==> config.mk <==
export PLATFORM = sky130hd
export DESIGN_NAME = obd_top
export DESIGN_NICKNAME = d
export VERILOG_FILES = /design/src/rtl/obd_pkg.sv /design/src/rtl/obd_sync.sv /design/src/rtl/obd_interval.sv /design/src/rtl/obd_top.sv
export SDC_FILE = /design/constraint.sdc
export NUM_CORES = 1
export LEC_CHECK = 0
export BUFFER_PORTS_ARGS = -buffer_cell sky130_fd_sc_hd__buf_2
export CAP_MARGIN = 20
export CORE_UTILIZATION = 50
export CTS_CLUSTER_SIZE = 30
export DETAILED_ROUTE_END_ITERATION = 8
export MAX_ROUTING_LAYER = met4
export PLACE_DENSITY = 0.68
export RECOVER_POWER = 50
export SYNTH_ARGS = -nofsm -noshare
export SYNTH_HDL_FRONTEND = slang
export SYNTH_SLANG_ARGS = --single-unit
==> constraint.sdc <==
create_clock -name clk -period 1.8 [get_ports clk]
set_clock_uncertainty 0.2 [all_clocks]
set_input_delay 0.36 -clock clk [delete_from_list [all_inputs] [get_ports clk]]
set_output_delay 0.36 -clock clk [all_outputs]
set_load 0.005 [all_outputs]
==> src/rtl/obd_pkg.sv <==
package obd_pkg;

    typedef enum logic [1:0] {
        CODE_LEVEL = 2'd0,
        CODE_MARK  = 2'd1,
        CODE_SPACE = 2'd2,
        CODE_ALT   = 2'd3
    } line_code_e;

    typedef struct packed {
        logic data;
        logic strobe;
    } dec_out_t;

    function automatic int unsigned window_cycles(input int unsigned half_bit);
        return (3 * half_bit) / 2;
    endfunction

    function automatic int unsigned quiet_cycles(input int unsigned half_bit);
        return (5 * half_bit) / 2;
    endfunction

    // Bit value from the levels around the reference transition.
    function automatic logic pick_bit(input line_code_e code,
                                      input logic after_lvl,
                                      input logic before_lvl,
                                      input logic opened_lvl);
        case (code)
            CODE_MARK:  return opened_lvl ^ before_lvl;
            CODE_SPACE: return ~(opened_lvl ^ before_lvl);
            default:    return after_lvl;
        endcase
    endfunction

endpackage

==> src/rtl/obd_sync.sv <==
module obd_sync #(
    parameter int STAGES = 2
) (
    input  logic clk,
    input  logic rst,
    input  logic line_i,
    output logic lvl_o,
    output logic prev_o,
    output logic edge_o
);
    logic [STAGES-1:0] chain_q;
    logic              prev_q;

    always_ff @(posedge clk) begin
        if (rst) begin
            chain_q <= '0;
            prev_q  <= 1'b0;
        end else begin
            chain_q <= {chain_q[STAGES-2:0], line_i};
            prev_q  <= chain_q[STAGES-1];
        end
    end

    assign lvl_o  = chain_q[STAGES-1];
    assign prev_o = prev_q;
    assign edge_o = lvl_o ^ prev_q;

endmodule

==> src/rtl/obd_interval.sv <==
module obd_interval #(
    parameter int HALF_BIT = 8
) (
    input  logic clk,
    input  logic rst,
    input  logic edge_i,
    output logic accept_o,
    output logic short_o,
    output logic quiet_o
);
    localparam int unsigned WIN  = obd_pkg::window_cycles(HALF_BIT);
    localparam int unsigned TMO  = obd_pkg::quiet_cycles(HALF_BIT);
    localparam int unsigned HALF = HALF_BIT / 2;
    localparam int          CW   = $clog2(TMO + 1) + 1;

    logic [CW-1:0] since_edge_q;
    logic [CW-1:0] since_ref_q;

    always_ff @(posedge clk) begin
        if (rst) begin
            since_edge_q <= CW'(TMO);
            since_ref_q  <= CW'(TMO);
        end else begin
            if (edge_i)
                since_edge_q <= CW'(1);
            else if (since_edge_q < CW'(TMO))
                since_edge_q <= since_edge_q + CW'(1);

            if (accept_o)
                since_ref_q <= CW'(1);
            else if (since_ref_q < CW'(TMO))
                since_ref_q <= since_ref_q + CW'(1);
        end
    end

    assign accept_o = edge_i && (since_ref_q >= CW'(WIN));
    assign short_o  = edge_i && (since_edge_q >= CW'(HALF)) && (since_edge_q < CW'(WIN));
    assign quiet_o  = !edge_i && (since_edge_q == CW'(TMO));

    // a quiet report is never preceded directly by a transition
    a_r7_quiet_after_silence: assert property (@(posedge clk) disable iff (rst)
        quiet_o |-> !$past(edge_i));

    // once accepted, the next cycle can not accept again
    a_r2_window_blocks: assert property (@(posedge clk) disable iff (rst)
        accept_o |=> !accept_o);

endmodule

==> src/rtl/obd_top.sv <==
module obd_top #(
    parameter int HALF_BIT = 8,
    parameter int LOCK_RUN = 16
) (
    input  logic       clk,
    input  logic       rst,
    input  logic [1:0] code_i,
    input  logic       line_i,
    output logic       bit_o,
    output logic       valid_o,
    output logic       locked_o,
    output logic       violation_o
);
    import obd_pkg::*;

    localparam int RW = $clog2(LOCK_RUN + 1);

    logic lvl, prev, edge_seen;
    logic accept, short_gap, quiet;

    logic [RW-1:0] run_q;
    logic          locked_q;
    logic          viol_q;
    logic          opened_q;
    dec_out_t      dec_q;
    line_code_e    code;

    assign code = line_code_e'(code_i);

    obd_sync #(.STAGES(2)) u_sync (
        .clk    (clk),
        .rst    (rst),
        .line_i (line_i),
        .lvl_o  (lvl),
        .prev_o (prev),
        .edge_o (edge_seen)
    );

    obd_interval #(.HALF_BIT(HALF_BIT)) u_interval (
        .clk      (clk),
        .rst      (rst),
        .edge_i   (edge_seen),
        .accept_o (accept),
        .short_o  (short_gap),
        .quiet_o  (quiet)
    );

    // preamble acquisition and loss
    always_ff @(posedge clk) begin
        if (rst) begin
            run_q    <= '0;
            locked_q <= 1'b0;
            viol_q   <= 1'b0;
        end else begin
            viol_q <= quiet && locked_q;
            if (quiet) begin
                locked_q <= 1'b0;
                run_q    <= '0;
            end else if (edge_seen) begin
                if (short_gap) begin
                    if (run_q != RW'(LOCK_RUN))
                        run_q <= run_q + RW'(1);
                    if (run_q == RW'(LOCK_RUN - 1))
                        locked_q <= 1'b1;
                end else begin
                    run_q <= '0;
                end
            end
        end
    end

    // bit recovery: one level register plus XOR
    always_ff @(posedge clk) begin
        if (rst) begin
            opened_q <= 1'b0;
            dec_q    <= '0;
        end else begin
            dec_q.strobe <= 1'b0;
            if (accept) begin
                opened_q     <= lvl;
                dec_q.data   <= pick_bit(code, lvl, prev, opened_q);
                dec_q.strobe <= locked_q;
            end
        end
    end

    assign bit_o       = dec_q.data;
    assign valid_o     = dec_q.strobe;
    assign locked_o    = locked_q;
    assign violation_o = viol_q;

    // strobe lasts one cycle
    a_r9_strobe_single: assert property (@(posedge clk) disable iff (rst)
        valid_o |=> !valid_o);

    // no bit leaves while unlocked
    a_r6_strobe_needs_lock: assert property (@(posedge clk) disable iff (rst)
        valid_o |-> locked_o);

    // lock is only gained on a transition
    a_r6_lock_on_edge: assert property (@(posedge clk) disable iff (rst)
        $rose(locked_o) |-> $past(edge_seen));

    // a violation leaves the block unlocked
    a_r7_violation_unlocks: assert property (@(posedge clk) disable iff (rst)
        violation_o |-> !locked_o);

    // violations only come from a locked state
    a_r7_violation_was_locked: assert property (@(posedge clk) disable iff (rst)
        violation_o |-> $past(locked_o));

endmodule

==> results.sh <==
export IMPL_status="completed"
export IMPL_setup_violations=0
export IMPL_use_met1_pct=21.7
export IMPL_synth_top_area_share_pct=40.8
export IMPL_num_rows=17
export IMPL_relSlewSlack_pct=59.4
export IMPL_clkTransAtPathRegs_ns=0.13
export IMPL_synthTopCellsByCount="25 x dfxtp_1, 12 x inv_1, 11 x nor3_1"
export IMPL_drc_errors=0
export IMPL_p_sw_share_pct=26.7
export IMPL_min_period_ns=1.71
export IMPL_cp_start_kind="register"
export IMPL_tightest_slew_ns=0.609
export IMPL_slew_viol_final=0
export IMPL_crit_arrival_ns=1.71
export IMPL_drt_initial_drc_count=11
export IMPL_htree_levels=1
export IMPL_clk_latency_ns=0.31
export IMPL_cts_tree="done"
export IMPL_yosys_warnings=0
export IMPL_routed_wl_um=2180
export IMPL_numCtsBuffers=3
export IMPL_top_level_ports=9
export IMPL_antenna_found_initial=0
export IMPL_synthCells=130
export IMPL_grt_ovfl_total=0
export IMPL_final_period_utilization_pct=95.0
export IMPL_vias=931
export IMPL_hold_path_class="in2reg"
export IMPL_hold_viol_final=0
export IMPL_place_port_buffers=8
export IMPL_syn_nets=144
export IMPL_core_um2=2250
export IMPL_clock_root_buffer="clkbuf_4"
export IMPL_first_global_vias=877
export IMPL_yosysUniqueCellTypes=35
export IMPL_synth_ff_type="dfxtp_1"
export IMPL_grt_max_degree=14
export IMPL_ys_top_cells_by_area="dfxtp_1 41%, ha_1 9.2%, xnor2_1 6.4%, nor3_1 4.5%, inv_1 3.7%"
export IMPL_maxCapViolations=0
export IMPL_grt_usage_pct=18.8
export IMPL_busiest_layer="met2"
export IMPL_p_sw_mw=0.273
export IMPL_vias_per_cell=5.41
export IMPL_synth_edf_count=0
export IMPL_finalInstanceArea_um2=1350
export IMPL_leakagePower_nw=0.535
export IMPL_die_h_um=51.5
export IMPL_placed_cells_incl_taps=166
export IMPL_power_density_nw_per_um2=757
export IMPL_crit_fanout=4
export IMPL_synth_seq_area_share_pct=40.8
export IMPL_whs_ns=0.0509
export IMPL_drt_pass1_iterations=4
export IMPL_syn_area_um2=1230
export IMPL_avgSynthCellArea_um2=9.43
export IMPL_initial_core_util_pct=54.4
export IMPL_pwr_share_clk_pct=23.4
export IMPL_worstPathRequired_ns=1.79
export IMPL_r2r_setup_slack_ns=0.09
export IMPL_drive_above_1_share_pct=16.0
export IMPL_totalPowerFinal_mw=1.02
export IMPL_synth_most_common_cell="dfxtp_1"
export IMPL_synth_seq_cells=25
export IMPL_die_w_um=51.5
export IMPL_met3_usage_pct=2.92
export IMPL_cp_end_kind="register"
export IMPL_area_delta_synth_final_pct=10.2
export IMPL_nFillCells=217
export IMPL_nNetsFinal=159
export IMPL_yosys_area_top_type="dfxtp_1"
export IMPL_gp_congestion=0.823
export IMPL_place_area_um2=1310
export IMPL_grt_first_pass_wirelength_um=3610
export IMPL_fmax_mhz=585
export IMPL_async_reset_ff_share_pct=0
export IMPL_pwr_share_comb_pct=17.0
export IMPL_setup_tns_ns=0
export IMPL_ant_nets=0
export IMPL_clk_path_buf_depth=2
export IMPL_peakVddDrop_mv=0.558
export IMPL_seqPwrFrac_pct=59.6
export IMPL_stdcell_count=172
export IMPL_use_met2_pct=31.8
export IMPL_avgRoutedWirePerCell_um=12.6
export IMPL_crit_type="reg2reg"
export IMPL_post_dp_hpwl_um=1620
export IMPL_dieArea_um2=2650
export IMPL_internal_power_mw=0.750
export IMPL_clock_sinks=25
export IMPL_n_antenna_cell=0
-- layer usage --
metal	wire [um]	up-vias
li1	-	476
met1	1010	438
met2	1100	13
met3	42	4
met4	29	0
met5	0	-
-- logic make-up (layout without fill, tap and decap cells) --
family / after synthesis / after routing / share of synthesized area [%]
simple gates: 45 / 45 / 20.7
buf+inv: 16 / 30 / 5.31
mux: 3 / 3 / 2.55
xor+xnor: 12 / 12 / 9.18
flops: 25 / 25 / 40.8
compound gates: 20 / 20 / 12.2
fa+ha+maj: 9 / 9 / 9.18
-- sequential cells by signal (all words and copies together) (netlist names) --
register / count
u_interval.since_edge_q: 6
u_interval.since_ref_q: 6
run_q: 5
u_sync.chain_q: 2
bit_o: 1
locked_o: 1
opened_q: 1
u_sync.prev_o: 1
valid_o: 1
violation_o: 1
-- power by group through the flow --
stage                     Combinational (mW)  Clock [mW]  Sequential (mW)
after global placement                 0.164           0            0.620
after floorplan                        0.135           0            0.613
final                                  0.174       0.239            0.609
after detailed placement               0.170           0            0.622
after global routing                   0.196       0.262            0.614
after CTS                              0.171       0.252            0.610
-- critical path, stage by stage, from the launching register on --
cell and delay [ns]:
dfxtp_1 0.37, inv_1 0.07, ha_1 0.15, nor4bb_2 0.35, nor2_1 0.17, nor3_1 0.23
nor3_2 0.06
-- final cells by class --
cell class                      instances  area (um2)  area share, %
Inverter                               12        45.0           3.33
Timing Repair Buffer                   14        78.8           5.83
Multi-Input combinational cell         89         664           49.2
Sequential cell                        25         502           37.1
Tap cell                               28        35.0           2.59
Clock buffer                            4        26.3           1.94
-- final timing paths --
path	start	endpoint	cells after the start
max	run_q[0]	run_q[1]	6
min	line_i	u_sync.chain_q[0]	2
max reg2reg	run_q[0]	run_q[1]	6
min reg2reg	u_sync.chain_q[0]	u_sync.chain_q[1]	1
-- per-stage QoR --
stage | setup slack, ns | utilization [%]
after floorplan | 0.232 | -
after detailed placement | 0.0886 | 58.2
after global placement | 0.156 | 58.2
after global routing | -0.00976 | 59.9
after CTS | 0.0652 | 59.3
final | 0.0894 | 59.9
-- placed cells by master (no fill, tap or decap) --
| cell type | count |
|---|---|
| dfxtp_1 | 24 |
| inv_1 | 12 |
| nor3_1 | 10 |
| xnor2_1 | 9 |
| nor2_1 | 9 |
| ha_1 | 9 |
| a21oi_1 | 6 |
| buf_2 | 6 |
| o21ai_0 | 5 |
| nand2_1 | 5 |
| buf_4 | 5 |
| nand3_1 | 4 |
| clkbuf_1 | 4 |
| xor2_1 | 3 |
| nor3_2 | 3 |
| nor2b_1 | 3 |
| clkbuf_4 | 3 |
| and3_1 | 2 |
| o21a_1 | 2 |
| mux2i_1 | 2 |
| nor3b_1 | 2 |
| a41oi_1 | 2 |
| and4bb_2 | 1 |
| and4b_1 | 1 |
| or3b_1 | 1 |
| o31ai_4 | 1 |
| nor4bb_2 | 1 |
| nand4_1 | 1 |
| a211o_1 | 1 |
| and2_1 | 1 |
| a221oi_2 | 1 |
| a41o_1 | 1 |
| mux2_2 | 1 |
| nand2b_1 | 1 |
| o211ai_1 | 1 |
| dfxtp_2 | 1 |
-- what timing repair did --
action | in CTS | in global routing
gates resized for setup | 0 | 3
hold buffers | 0 | 0
hold endpoints to repair | 0 | 0
setup buffers | 0 | 2
setup endpoints to repair | 0 | 4
Note: power is estimated with default switching activity, not from simulation.
